[src/rtl/boot_poll_pkg.sv]
package boot_poll_pkg;
    localparam int BYTE_W = 8;

    localparam logic [BYTE_W-1:0] POLL_CODE_A = 8'hFE;
    localparam logic [BYTE_W-1:0] POLL_CODE_B = 8'hFF;
    localparam logic [BYTE_W-1:0] REPLY_OK    = 8'hFE;
    localparam logic [BYTE_W-1:0] REPLY_ERR   = 8'hFF;

    typedef enum logic [1:0] {
        ST_SILENT     = 2'd0,
        ST_WAIT_QUIET = 2'd1,
        ST_LISTEN     = 2'd2,
        ST_REPLY      = 2'd3
    } boot_state_t;
endpackage

[src/rtl/boot_quiet_timer.sv]
module boot_quiet_timer #(
    parameter int unsigned QUIET_CYCLES = 1250000
) (
    input  logic clk,
    input  logic rst_n,
    output logic done
);
    localparam int CW = $clog2(QUIET_CYCLES + 2);

    generate
        if (QUIET_CYCLES == 0) begin : g_none
            assign done = 1'b1;
        end else begin : g_count
            logic [CW-1:0] cnt_q;
            always_ff @(posedge clk or negedge rst_n) begin
                if (!rst_n) begin
                    cnt_q <= '0;
                end else if (cnt_q != CW'(QUIET_CYCLES)) begin
                    cnt_q <= cnt_q + 1'b1;
                end
            end
            assign done = (cnt_q == CW'(QUIET_CYCLES));
        end
    endgenerate
endmodule

[src/rtl/boot_poll_detect.sv]
module boot_poll_detect
    import boot_poll_pkg::*;
(
    input  logic              clk,
    input  logic              rst_n,
    input  logic              rx_valid,
    input  logic [BYTE_W-1:0] rx_data,
    input  logic              consume,
    output logic              pending
);
    logic is_poll;
    logic hit;

    always_comb begin
        is_poll = (rx_data == POLL_CODE_A) || (rx_data == POLL_CODE_B);
        hit     = rx_valid && is_poll;
    end

    // a new enquiry on the consume edge stays pending
    always_ff @(posedge clk or negedge rst_n) begin
        if (!rst_n) begin
            pending <= 1'b0;
        end else begin
            pending <= hit || (pending && !consume);
        end
    end
endmodule

[src/rtl/boot_err_latch.sv]
module boot_err_latch #(
    parameter int N_ERR = 2
) (
    input  logic             clk,
    input  logic             rst_n,
    input  logic [N_ERR-1:0] err_in,
    input  logic             consume,
    output logic             flag
);
    logic any_err;

    always_comb begin
        any_err = |err_in;
    end

    // set wins over clear so an error on the load edge is not lost
    always_ff @(posedge clk or negedge rst_n) begin
        if (!rst_n) begin
            flag <= 1'b0;
        end else begin
            flag <= any_err || (flag && !consume);
        end
    end
endmodule

[src/rtl/boot_poll_responder.sv]
module boot_poll_responder
    import boot_poll_pkg::*;
#(
    parameter int unsigned QUIET_CYCLES = 1250000,
    parameter int          N_ERR        = 2
) (
    input  logic              clk,
    input  logic              rst_n,
    input  logic              rx_valid,
    input  logic [7:0]        rx_data,
    input  logic [N_ERR-1:0]  err_in,
    input  logic              tx_ready,
    output logic              tx_valid,
    output logic [7:0]        tx_data,
    output logic              tx_oe
);
    boot_state_t       state_q, state_d;
    logic              quiet_done;
    logic              pending;
    logic              err_flag;
    logic              load;
    logic [BYTE_W-1:0] reply_q;

    boot_quiet_timer #(.QUIET_CYCLES(QUIET_CYCLES)) u_quiet (
        .clk   (clk),
        .rst_n (rst_n),
        .done  (quiet_done)
    );

    boot_poll_detect u_detect (
        .clk      (clk),
        .rst_n    (rst_n),
        .rx_valid (rx_valid),
        .rx_data  (rx_data),
        .consume  (load),
        .pending  (pending)
    );

    boot_err_latch #(.N_ERR(N_ERR)) u_err (
        .clk     (clk),
        .rst_n   (rst_n),
        .err_in  (err_in),
        .consume (load),
        .flag    (err_flag)
    );

    always_ff @(posedge clk or negedge rst_n) begin
        if (!rst_n) begin
            state_q <= ST_SILENT;
        end else begin
            state_q <= state_d;
        end
    end

    always_comb begin
        state_d = state_q;
        unique case (state_q)
            ST_SILENT:     if (rx_valid)   state_d = ST_WAIT_QUIET;
            ST_WAIT_QUIET: if (quiet_done) state_d = ST_LISTEN;
            ST_LISTEN:     if (pending)    state_d = ST_REPLY;
            ST_REPLY:      if (tx_ready)   state_d = ST_LISTEN;
            default:                       state_d = ST_SILENT;
        endcase
    end

    always_comb begin
        tx_oe    = 1'b1;
        tx_valid = 1'b0;
        load     = 1'b0;
        unique case (state_q)
            ST_SILENT:     tx_oe    = 1'b0;
            ST_WAIT_QUIET: tx_oe    = 1'b1;
            ST_LISTEN:     load     = pending;
            ST_REPLY:      tx_valid = 1'b1;
            default:       tx_oe    = 1'b0;
        endcase
    end

    always_ff @(posedge clk or negedge rst_n) begin
        if (!rst_n) begin
            reply_q <= REPLY_OK;
        end else if (load) begin
            reply_q <= err_flag ? REPLY_ERR : REPLY_OK;
        end
    end

    assign tx_data = reply_q;
endmodule

[config.mk]
export PLATFORM = sky130hd
export DESIGN_NAME = boot_poll_responder
export DESIGN_NICKNAME = d
export VERILOG_FILES = /design/src/rtl/boot_poll_pkg.sv /design/src/rtl/boot_quiet_timer.sv /design/src/rtl/boot_poll_detect.sv /design/src/rtl/boot_err_latch.sv /design/src/rtl/boot_poll_responder.sv
export SDC_FILE = /design/constraint.sdc
export NUM_CORES = 1
export LEC_CHECK = 0
export BUFFER_PORTS_ARGS = -buffer_cell sky130_fd_sc_hd__buf_2
export CAP_MARGIN = 20
export CORE_AREA = 2 2 53 55
export DETAILED_ROUTE_END_ITERATION = 6
export DIE_AREA = 0 0 55 57
export HOLD_SLACK_MARGIN = 0.1
export PLACE_DENSITY = 0.74
export SLEW_MARGIN = 20
export SYNTH_ARGS = -nofsm -noshare
export SYNTH_HDL_FRONTEND = slang
export SYNTH_HIERARCHICAL = 1
export SYNTH_SLANG_ARGS = --single-unit
[constraint.sdc]
create_clock -name clk -period 2.54 [get_ports clk]
set_input_delay 0.762 -clock clk [delete_from_list [all_inputs] [get_ports clk]]
set_output_delay 0.762 -clock clk [all_outputs]
set_load 0.01 [all_outputs]
==> results.sh <==
export IMPL_place_congestion=0.842
export IMPL_synth_edff_count=0
export IMPL_synth_ff_type="dfrtp_1"
export IMPL_routed_wl_um=2320
export IMPL_clk_pin_slew_ns=0.14
export IMPL_start_util=0.499
export IMPL_r2r_slack_ns=0.42
export IMPL_postCtsSetupRepairBufs=0
export IMPL_tritoncts="yes"
export IMPL_synth_fa_ha_area_frac=0.0192
export IMPL_synth_compound_area_share=0.0298
export IMPL_hold_class="input pin to async pin"
export IMPL_core_um2=2620
export IMPL_p_total_w=0.000716
export IMPL_reg2reg_to="state_q[0]"
export IMPL_antenna_found_initial=0
export IMPL_required_ns=2.74
export IMPL_path_max_fanout=6
export IMPL_place_ws_ns=0.423
export IMPL_synth_top_family_by_area="simple AND/OR/NAND/NOR gates"
export IMPL_final_cell_area_um2=1440
export IMPL_reg2reg_depth=5
export IMPL_synth_cell_types=30
export IMPL_max_slew_margin=0.625
export IMPL_dr_wl_met2_um=1150
export IMPL_yosys_area_share_xor_xnor=0.128
export IMPL_power_density_nw_per_um2=497
export IMPL_grt_usage=0.175
export IMPL_numPortBuffers=15
export IMPL_via_per_inst=5.24
export IMPL_postCtsHoldBufs=0
export IMPL_nets=155
export IMPL_max_cap_violations=0
export IMPL_maxSlewViolCount=0
export IMPL_ys_warn_count=6
export IMPL_synthMuxAreaShare=0.0403
export IMPL_grt_pass1_wl_um=3880
export IMPL_antenna_left=0
export IMPL_die_y_um=57
export IMPL_htreeDepth=1
export IMPL_layout_drive_gt1_share=0.181
export IMPL_fin_crit_sh=0.833
export IMPL_grt_max_degree=27
export IMPL_setup_viol=0
export IMPL_antenna_cells=0
export IMPL_avgSynthCellArea_um2=10.9
export IMPL_drc=0
export IMPL_rsz0062_at_grt="no"
export IMPL_status="complete, no violations"
export IMPL_clkLatencyLatePin_ns=0.32
export IMPL_fin_worst_skew_ns=0.00368
export IMPL_dp_cells=165
export IMPL_cp_arrival_ns=2.31
export IMPL_wl_met3_um=106
export IMPL_synth_simple_area_share=0.218
export IMPL_design_die_area_um2=3140
export IMPL_path_class="register to register"
export IMPL_p_leak_nw=0.661
export IMPL_synthToLayoutAreaGrowth_pct=10.5
export IMPL_numCtsBuffers=3
export IMPL_row_count=19
export IMPL_peakVddDrop_v=0.000361
export IMPL_vias=885
export IMPL_top_level_ports=24
export IMPL_hold_violations=0
export IMPL_dieWidth_um=55
export IMPL_synth_most_common_cell="dfrtp_1"
export IMPL_synthCells=120
export IMPL_finalSetupTns_ns=0
export IMPL_cts_path_max_buffers=2
export IMPL_wire_per_inst_um=13.7
export IMPL_placedInstanceArea_um2=1390
export IMPL_setup_slack_ns=0.424
export IMPL_reg2reg_from="u_quiet/g_count.cnt_q[6]"
export IMPL_drt_iter0_drc=15
export IMPL_synth_top_area_frac=0.499
export IMPL_synth_async_reset_ratio=1.00
export IMPL_synth_top_cells_by_count="26 x dfrtp_1, 14 x xnor2_1, 11 x nand3_1"
export IMPL_ys_seq_area_frac=0.499
export IMPL_critPathLaunchType="register"
export IMPL_wl_met1_um=1020
export IMPL_fin_cells=169
export IMPL_grt_pass1_vias=865
export IMPL_grt_ovfl_total=0
export IMPL_fmax_ghz=0.473
export IMPL_finalCriticalPeriod_ns=2.12
export IMPL_dr_pass1_iters=4
export IMPL_max_slew_worst_pin_slew_ns=0.563
export IMPL_yosys_area_top_type="dfrtp_1"
export IMPL_root_buffer="clkbuf_4"
export IMPL_clock_sinks=26
export IMPL_cts_resized=0
export IMPL_place_hpwl_um=1770
export IMPL_synthTopCellsByArea="dfrtp_1 50%, xnor2_1 9.4%, nand4_1 4.3%"
export IMPL_synth_seq_cells=26
export IMPL_dr_max_layer_used="met4"
export IMPL_synth_cell_area_um2=1300
export IMPL_end_kind="register"
==> worst max-delay path by stage <==
stage | startpoint | end | slack [ns] | cells past startpoint
global route | u_quiet/g_count.cnt_q[6] | state_q[0] | 0.26 | 5
CTS | u_quiet/g_count.cnt_q[6] | state_q[0] | 0.40 | 5
global placement | u_quiet/g_count.cnt_q[6] | state_q[0] | 0.52 | 5
detailed placement | u_quiet/g_count.cnt_q[6] | state_q[0] | 0.42 | 5
floorplan | u_quiet/g_count.cnt_q[6] | state_q[0] | 0.64 | 5
finish | u_quiet/g_count.cnt_q[6] | state_q[0] | 0.42 | 5
==> cell type report <==
type                       count  area (µm²)
fill                         243        1170
timing repair buffer          15        75.1
clock buffer                   3        22.5
tap                           31        38.8
sequential                    26         651
inverter                       8        30.0
clock inverter                 1        30.0
multi-input combinational     85         593
==> worst max-delay path: stages, from the launching register on <==
cell	delay [ns]
dfrtp_1	0.47
nand4_1	0.11
or4_4	0.52
nor3_1	0.30
inv_1	0.06
mux4_1	0.53
==> routing by layer <==
layer / track usage / vias to the layer above
met5: 0 / -
met4: 0.0941 / 0
met3: 0.0236 / 4
met2: 0.287 / 22
met1: 0.217 / 423
li1: - / 436
==> through the flow <==
step,utilization,hold slack (ns)
finish,0.551,0.413
global route,0.551,0.439
CTS,0.551,0.425
detailed placement,0.531,0.499
global placement,0.531,0.475
floorplan,-,0.445
==> sequential cells by signal (all words and copies together) (netlist names) <==
| register | flops |
|---|---|
| u_err/flag | 1 |
| tx_data | 1 |
| u_detect/pending | 1 |
| state_q | 2 |
| u_quiet/g_count.cnt_q | 21 |
==> layout by cell type (no fill, tap or decap) <==
cell type	count
a21o_1	1
and2_1	1
and3_1	1
and3b_1	1
and4_1	1
buf_2	15
bufinv_16	1
clkbuf_4	3
conb_1	7
dfrtp_1	26
ha_1	2
inv_1	8
mux2_1	1
mux2_4	1
mux4_1	1
nand2_1	9
nand3_1	11
nand4_1	9
nor2_1	6
nor3_1	3
nor3_2	1
nor3_4	1
nor4_1	1
nor4_2	1
nor4b_1	1
o21ai_1	2
o22ai_2	1
o311ai_1	1
or2_1	1
or4_4	1
xnor2_1	14
xor2_1	5
==> kinds of logic after synthesis <==
group                      count (synthesis)
adders and majority gates                  2
buffers and inverters                     15
and+or+nand+nor                           49
xor gates and xnor gates                  19
DFF                                       26
AOI/OAI and AO/OA                          5
muxes                                      3
other                                      1
==> where the power goes <==
group / switching (W) / leakage, nW / internal (W)
Combinational: 0.0000153 / 0.300 / 0.00000747
Sequential: 0.0000000000000000000405 / 0.333 / 0.000414
Clock: 0.000119 / 0.0279 / 0.000160
Total: 0.000135 / 0.661 / 0.000581
(Power assumes the default switching activity.)
